--- config.mk ---
export PLATFORM = sky130hd
export DESIGN_NAME = io_window_decoder
export DESIGN_NICKNAME = d
export VERILOG_FILES = /design/src/rtl/iowin_pkg.sv /design/src/rtl/iowin_cfg_regs.sv /design/src/rtl/iowin_bounds.sv /design/src/rtl/iowin_match.sv /design/src/rtl/io_window_decoder.sv
export SDC_FILE = /design/constraint.sdc
export NUM_CORES = 1
export LEC_CHECK = 0
export ABC_CLOCK_PERIOD_IN_PS = 2300
export BUFFER_PORTS_ARGS = -buffer_cell sky130_fd_sc_hd__buf_2
export CORE_MARGIN = 5
export CORE_UTILIZATION = 38
export CTS_CLUSTER_SIZE = 24
export DETAILED_ROUTE_END_ITERATION = 16
export GPL_TIMING_DRIVEN = 0
export PLACE_DENSITY = 0.94
export SKIP_LAST_GASP = 1
export SLEW_MARGIN = 25
export SYNTH_ARGS = -nofsm -noshare
export SYNTH_HDL_FRONTEND = slang
export SYNTH_SLANG_ARGS = --single-unit
--- constraint.sdc ---
create_clock -name clk -period 2.3 [get_ports clk]
set_input_delay 0.23 -clock clk [delete_from_list [all_inputs] [get_ports clk]]
set_output_delay 0.23 -clock clk [all_outputs]
set_load 0.02 [all_outputs]
--- src/rtl/iowin_pkg.sv ---
package iowin_pkg;

   // Writable page fields of the window register
   typedef struct packed {
      logic [3:0] lim_page;
      logic [3:0] base_page;
   } win_cfg_t;

   // Register image: limit page in the top nibble, base page in bits 7:4,
   // capability nibbles fixed at zero
   function automatic logic [15:0] reg_image(input win_cfg_t c);
      return {c.lim_page, 4'h0, c.base_page, 4'h0};
   endfunction

endpackage

--- src/rtl/iowin_cfg_regs.sv ---
module iowin_cfg_regs
   import iowin_pkg::*;
#(
   parameter int                    CFG_ADDR_W = 8,
   parameter logic [CFG_ADDR_W-1:0] REG_OFFSET = 8'h1C,
   parameter int                    LANES      = 2,
   parameter int                    PAGE_W     = 4
) (
   input  logic                    clk,
   input  logic                    rst_n,
   input  logic                    cfg_wr,
   input  logic [CFG_ADDR_W-1:0]   cfg_addr,
   input  logic [LANES-1:0]        cfg_be,
   input  logic [LANES*8-1:0]      cfg_wdata,
   output logic [LANES*8-1:0]      cfg_rdata,
   output win_cfg_t                cfg_q
);

   localparam int DATA_W = LANES * 8;
   localparam int LO_W   = 8 - PAGE_W;

   generate
      if (LANES != 2) begin : g_bad_lanes
         $error("iowin_cfg_regs: the window register spans exactly two byte lanes");
      end
      if (PAGE_W != 4) begin : g_bad_page
         $error("iowin_cfg_regs: page field must be one nibble wide");
      end
      if (CFG_ADDR_W < 2) begin : g_bad_addr
         $error("iowin_cfg_regs: configuration offset too narrow");
      end
   endgenerate

   logic                      hit;
   logic [LANES-1:0][PAGE_W-1:0] page_q;
   logic [DATA_W-1:0]         image;

   // Word select: the lane offset bit is not part of the match
   assign hit = (cfg_addr[CFG_ADDR_W-1:1] == REG_OFFSET[CFG_ADDR_W-1:1]);

   // One writable page nibble per byte lane, in the upper half of the byte
   generate
      for (genvar ln = 0; ln < LANES; ln++) begin : g_lane
         always_ff @(posedge clk or negedge rst_n) begin
            if (!rst_n) begin
               page_q[ln] <= '0;
            end else if (cfg_wr && hit && cfg_be[ln]) begin
               page_q[ln] <= cfg_wdata[ln*8+LO_W +: PAGE_W];
            end
         end
         assign image[ln*8 +: LO_W]          = '0;
         assign image[ln*8+LO_W +: PAGE_W]   = page_q[ln];
      end
   endgenerate

   assign cfg_q.base_page = page_q[0];
   assign cfg_q.lim_page  = page_q[1];
   assign cfg_rdata       = hit ? image : '0;

   // a lane without its enable stays put
   a_r4_base_lane_hold : assert property (@(posedge clk) disable iff (!rst_n)
      !(cfg_wr && hit && cfg_be[0]) |=> $stable(cfg_q.base_page));
   a_r4_limit_lane_hold : assert property (@(posedge clk) disable iff (!rst_n)
      !(cfg_wr && hit && cfg_be[1]) |=> $stable(cfg_q.lim_page));
   // capability nibbles read as zero
   a_r5_cap_zero : assert property (@(posedge clk) disable iff (!rst_n)
      (cfg_rdata[11:8] == 4'h0) && (cfg_rdata[3:0] == 4'h0));
   // a miss reads zero
   a_r2_miss_reads_zero : assert property (@(posedge clk) disable iff (!rst_n)
      !hit |-> (cfg_rdata == '0));

endmodule

--- src/rtl/iowin_bounds.sv ---
module iowin_bounds
   import iowin_pkg::*;
#(
   parameter int WIN_W  = 16,
   parameter int GRAN_W = 12
) (
   input  win_cfg_t          cfg_q,
   output logic [WIN_W-1:0]  eff_base,
   output logic [WIN_W-1:0]  eff_lim,
   output logic              closed
);

   localparam int PAGE_W = WIN_W - GRAN_W;

   generate
      if (PAGE_W != 4) begin : g_bad_split
         $error("iowin_bounds: window must split into a 4-bit page and offset");
      end
   endgenerate

   // Base pads the page offset with zeros, limit with ones
   assign eff_base = {cfg_q.base_page, {GRAN_W{1'b0}}};
   assign eff_lim  = {cfg_q.lim_page,  {GRAN_W{1'b1}}};
   assign closed   = (cfg_q.base_page > cfg_q.lim_page);

endmodule

--- src/rtl/iowin_match.sv ---
module iowin_match
   import iowin_pkg::*;
#(
   parameter int REQ_W    = 32,
   parameter int WIN_W    = 16,
   parameter int GRAN_W   = 12,
   parameter bit FULL_CMP = 1'b1
) (
   input  logic              clk,
   input  logic              rst_n,
   input  logic              req_valid,
   input  logic [REQ_W-1:0]  req_addr,
   input  win_cfg_t          cfg_q,
   input  logic [WIN_W-1:0]  eff_base,
   input  logic [WIN_W-1:0]  eff_lim,
   output logic              dec_valid,
   output logic              dec_fwd
);

   localparam int PAGE_W = WIN_W - GRAN_W;

   generate
      if (REQ_W < WIN_W) begin : g_bad_req
         $error("iowin_match: request address narrower than the window");
      end
   endgenerate

   logic              upper_clear;
   logic              in_range;
   logic [WIN_W-1:0]  low_addr;

   assign low_addr = req_addr[WIN_W-1:0];

   // Bits above the 16-bit I/O space
   generate
      if (REQ_W > WIN_W) begin : g_upper
         assign upper_clear = ~|req_addr[REQ_W-1:WIN_W];
         // high address bits block forwarding
         a_r8_high_bits_block : assert property (@(posedge clk) disable iff (!rst_n)
            (req_valid && |req_addr[REQ_W-1:WIN_W]) |=> !dec_fwd);
      end else begin : g_no_upper
         assign upper_clear = 1'b1;
      end
   endgenerate

   // Comparator variant chosen by parameter
   generate
      if (FULL_CMP) begin : g_full_cmp
         assign in_range = (low_addr >= eff_base) && (low_addr <= eff_lim);
      end else begin : g_page_cmp
         logic [PAGE_W-1:0] page;
         assign page     = low_addr[WIN_W-1:GRAN_W];
         assign in_range = (page >= cfg_q.base_page) && (page <= cfg_q.lim_page);
      end
   endgenerate

   always_ff @(posedge clk or negedge rst_n) begin
      if (!rst_n) begin
         dec_valid <= 1'b0;
         dec_fwd   <= 1'b0;
      end else begin
         dec_valid <= req_valid;
         dec_fwd   <= req_valid && upper_clear && in_range;
      end
   end

   // decision appears exactly one clock after the strobe
   a_r9_valid_follows : assert property (@(posedge clk) disable iff (!rst_n)
      req_valid |=> dec_valid);
   a_r9_valid_drops : assert property (@(posedge clk) disable iff (!rst_n)
      !req_valid |=> !dec_valid);
   a_r9_fwd_qualified : assert property (@(posedge clk) disable iff (!rst_n)
      !dec_valid |-> !dec_fwd);

endmodule

--- src/rtl/io_window_decoder.sv ---
module io_window_decoder
   import iowin_pkg::*;
#(
   parameter int                    CFG_ADDR_W = 8,
   parameter logic [CFG_ADDR_W-1:0] REG_OFFSET = 8'h1C,
   parameter int                    REQ_W      = 32,
   parameter int                    WIN_W      = 16,
   parameter int                    GRAN_W     = 12,
   parameter bit                    FULL_CMP   = 1'b1
) (
   input  logic                   clk,
   input  logic                   rst_n,
   input  logic                   cfg_wr,
   input  logic [CFG_ADDR_W-1:0]  cfg_addr,
   input  logic [1:0]             cfg_be,
   input  logic [15:0]            cfg_wdata,
   output logic [15:0]            cfg_rdata,
   input  logic                   req_valid,
   input  logic [REQ_W-1:0]       req_addr,
   output logic                   io_fwd_valid,
   output logic                   io_fwd
);

   localparam int PAGE_W = WIN_W - GRAN_W;

   win_cfg_t          cfg_q;
   logic [WIN_W-1:0]  eff_base;
   logic [WIN_W-1:0]  eff_lim;
   logic              closed;

   iowin_cfg_regs #(
      .CFG_ADDR_W (CFG_ADDR_W),
      .REG_OFFSET (REG_OFFSET),
      .LANES      (2),
      .PAGE_W     (PAGE_W)
   ) u_regs (
      .clk       (clk),
      .rst_n     (rst_n),
      .cfg_wr    (cfg_wr),
      .cfg_addr  (cfg_addr),
      .cfg_be    (cfg_be),
      .cfg_wdata (cfg_wdata),
      .cfg_rdata (cfg_rdata),
      .cfg_q     (cfg_q)
   );

   iowin_bounds #(
      .WIN_W  (WIN_W),
      .GRAN_W (GRAN_W)
   ) u_bounds (
      .cfg_q    (cfg_q),
      .eff_base (eff_base),
      .eff_lim  (eff_lim),
      .closed   (closed)
   );

   iowin_match #(
      .REQ_W    (REQ_W),
      .WIN_W    (WIN_W),
      .GRAN_W   (GRAN_W),
      .FULL_CMP (FULL_CMP)
   ) u_match (
      .clk       (clk),
      .rst_n     (rst_n),
      .req_valid (req_valid),
      .req_addr  (req_addr),
      .cfg_q     (cfg_q),
      .eff_base  (eff_base),
      .eff_lim   (eff_lim),
      .dec_valid (io_fwd_valid),
      .dec_fwd   (io_fwd)
   );

   // a closed window forwards nothing
   a_r7_closed_window : assert property (@(posedge clk) disable iff (!rst_n)
      (req_valid && closed) |=> !io_fwd);
   // a forwarded address lies between the padded bounds
   a_r6_fwd_in_bounds : assert property (@(posedge clk) disable iff (!rst_n)
      (req_valid && ((req_addr[WIN_W-1:0] < eff_base) || (req_addr[WIN_W-1:0] > eff_lim)))
      |=> !io_fwd);

endmodule

==> results.sh <==
export IMPL_wl_met2_um=1320
export IMPL_period_share_pct=77.2
export IMPL_ir_worst_vdd_uv=283
export IMPL_synth_common_cells="nor4_1 (12), dfrtp_1 (10)"
export IMPL_first_iter_violations=8
export IMPL_reg2regPathDepth=6
export IMPL_top_layer_used="met4"
export IMPL_design_area_um2=1200
export IMPL_seqPwrFrac_pct=44.0
export IMPL_drive_above_1_share_pct=53.2
export IMPL_drt_pass1_iter_count=4
export IMPL_yosys_register_bits=10
export IMPL_drv_slew=0
export IMPL_cts_sinks=10
export IMPL_synthTopCellsByArea="dfrtp_1 (31%), ha_1 (13%), mux2_2 (11%)"
export IMPL_vias=932
export IMPL_overflow=0
export IMPL_fin_cells=183
export IMPL_grt_max_degree=11
export IMPL_arrival_ps=1890
export IMPL_power_leakage_nw=0.646
export IMPL_critical_path_class="flop to flop"
export IMPL_critPathMaxFanout=3
export IMPL_internal_power_w=0.000310
export IMPL_antenna_found_initial=0
export IMPL_status="complete, no violations"
export IMPL_regArea_um2=250
export IMPL_multiInputGateArea_um2=470
export IMPL_hold_slack_ps=99.1
export IMPL_synthFlopType="dfrtp_1"
export IMPL_n_antenna_cell=0
export IMPL_synth_fa_ha_area_share_pct=12.5
export IMPL_die_x_um=55.9
export IMPL_clk_latency_ps=250
export IMPL_post_route_drc_count=0
export IMPL_report_final_hold_viol_count=0
export IMPL_syn2layout_area_growth_pct=49.8
export IMPL_max_cap_viol_count=0
export IMPL_die_y_um=55.9
export IMPL_worstHoldPathCells=1
export IMPL_cts_hold_buf=1
export IMPL_std_cell_rows=16
export IMPL_tns_ps=0
export IMPL_place_area_um2=1160
export IMPL_root_buffer="clkbuf_4"
export IMPL_track_usage_pct=16.2
export IMPL_synth_xor_area_share_pct=0
export IMPL_syn_mean_instance_area_um2=9.52
export IMPL_async_flop_share_pct=100
export IMPL_start_util_pct=40.3
export IMPL_cp_end_kind="flop"
export IMPL_power_switching_w=0.000117
export IMPL_cts_tree="done"
export IMPL_drt_met1_wl_um=843
export IMPL_period_needed_ps=1770
export IMPL_ios=80
export IMPL_cts_resized_gates=0
export IMPL_antenna_left=0
export IMPL_cts_reportedPaths_clkPinSlew_ps=60
export IMPL_cp_start_kind="flop"
export IMPL_h_tree_depth=1
export IMPL_finalNetCount=228
export IMPL_gp_congestion=0.878
export IMPL_p_clk_share_pct=25.3
export IMPL_cts_inserted_buffers=3
export IMPL_ys_types=25
export IMPL_fin_skew_ps=0.437
export IMPL_seq_area_frac_synth_pct=31.3
export IMPL_clockBufferDepth=2
export IMPL_grt_first_pass_wirelength_um=4060
export IMPL_synth_most_common_cell="nor4_1"
export IMPL_wirelength_um=2520
export IMPL_pwr_share_comb_pct=30.7
export IMPL_die_area_um2=3120
export IMPL_wl_per_cell_um=13.7
export IMPL_syn_inst=84
export IMPL_post_cts_buffers=0
export IMPL_yosys_mux_area_fraction_pct=11.3
export IMPL_power_per_cell_area_nw_per_um2=357
export IMPL_fmax_ghz=0.563
export IMPL_required_ps=2410
export IMPL_dp_hpwl_um=2270
export IMPL_synth_top_family_by_area="simple AND/OR/NAND/NOR gates"
export IMPL_dp_cells=179
export IMPL_setup_viol=0
export IMPL_yosys_warnings=0
export IMPL_yosys_area_share_simple_pct=25.4
export IMPL_synth_edf_count=0
export IMPL_numPortBuffers=61
export IMPL_rsz0062_at_grt="false"
export IMPL_synth_compound_area_share_pct=5.95
export IMPL_synth_top_area_share_pct=31.3
export IMPL_min_path_type="input port to flop"
export IMPL_route_met3_wl_um=240
export IMPL_power_share_switching_pct=27.4
export IMPL_num_fill_cells=188
export IMPL_synthesis_area_um2=800
export IMPL_synth_top_cell_by_area="dfrtp_1"
export IMPL_vias_per_cell=5.09
export IMPL_grt_pass1_vias=1013
export IMPL_core_um2=1980
## metrics by stage
step                util [%]  setup WS (ps)  total power [W]
global route            60.4            383         0.000455
global placement        58.8            467         0.000311
CTS                     60.4            524         0.000431
floorplan                  -            472         0.000255
finish                  60.4            525         0.000427
detailed placement      58.8            417         0.000320
## final timing paths
check	from	end	slack, ps
worst min register to register	u_regs.cfg_q[3]$_DFFE_PN0P_	u_regs.cfg_q[3]$_DFFE_PN0P_	510
worst max-delay path	u_regs.cfg_q[7]$_DFFE_PN0P_	u_match.dec_fwd$_DFF_PN0_	530
min in group asynchronous	rst_n	u_match.dec_fwd$_DFF_PN0_	370
max in group asynchronous	rst_n	u_regs.cfg_q[6]$_DFFE_PN0P_	1740
worst max register to register	u_regs.cfg_q[7]$_DFFE_PN0P_	u_match.dec_fwd$_DFF_PN0_	530
worst min-delay path	req_valid	u_match.dec_valid$_DFF_PN0_	100
## final cells by class
class                      count  area share, %
multi-input combinational     63           39.3
sequential                    10           20.9
inverter                       8           2.51
buffer                        10           6.27
tap                           27           2.82
timing repair buffer          62           26.3
clock buffer                   3           1.88
## cells by family after synthesis
family / count (synthesis)
buf+inv: 18
compound gates: 7
other cells: 1
simple gates: 32
fa+ha+maj: 8
mux: 8
flops: 10
## sequential cells by signal (all words and copies together) (netlist names)
name,count
u_regs.cfg_q,8
u_match.dec_valid,1
u_match.dec_fwd,1
## per-layer routing
metal  vias to the layer above  global-route usage (%)
met3                        18                    5.57
met5                         -                       0
met4                         0                    11.2
met2                        54                    29.4
met1                       415                    14.9
li1                        445                       -
## cells in the final DEF, fill, tap and decap left out, drive strengths merged
cell,n
nor3,2
buf,70
nor2b,1
nand3,3
a41oi,1
inv,8
nand2,3
o21a,1
a21o,1
o21ai,1
dlygate4sd3,1
clkbuf,4
a21oi,2
and2,1
dfrtp,10
or4b,1
nor2,2
conb,8
nand4,5
nor4,12
a2111oi,1
mux2,8
nor4b,2
ha,8
## critical path, stage by stage, from the launching register on
cell	delay, ps
dfrtp_1	350
inv_1	70
ha_1	320
nand4_1	100
nor4_1	320
a21oi_1	80
a2111oi_0	410
## power by group through the flow
stage | Combinational, W | Sequential [W] | Clock, W
2_1_floorplan | 0.0000641 | 0.000191 | 0
3_3_place_gp | 0.000120 | 0.000190 | 0
3_5_place_dp | 0.000128 | 0.000191 | 0
4_1_cts | 0.000130 | 0.000188 | 0.000113
5_1_grt | 0.000146 | 0.000189 | 0.000120
6_report | 0.000131 | 0.000188 | 0.000108
No activity file was read; power rests on OpenSTA's default activity.
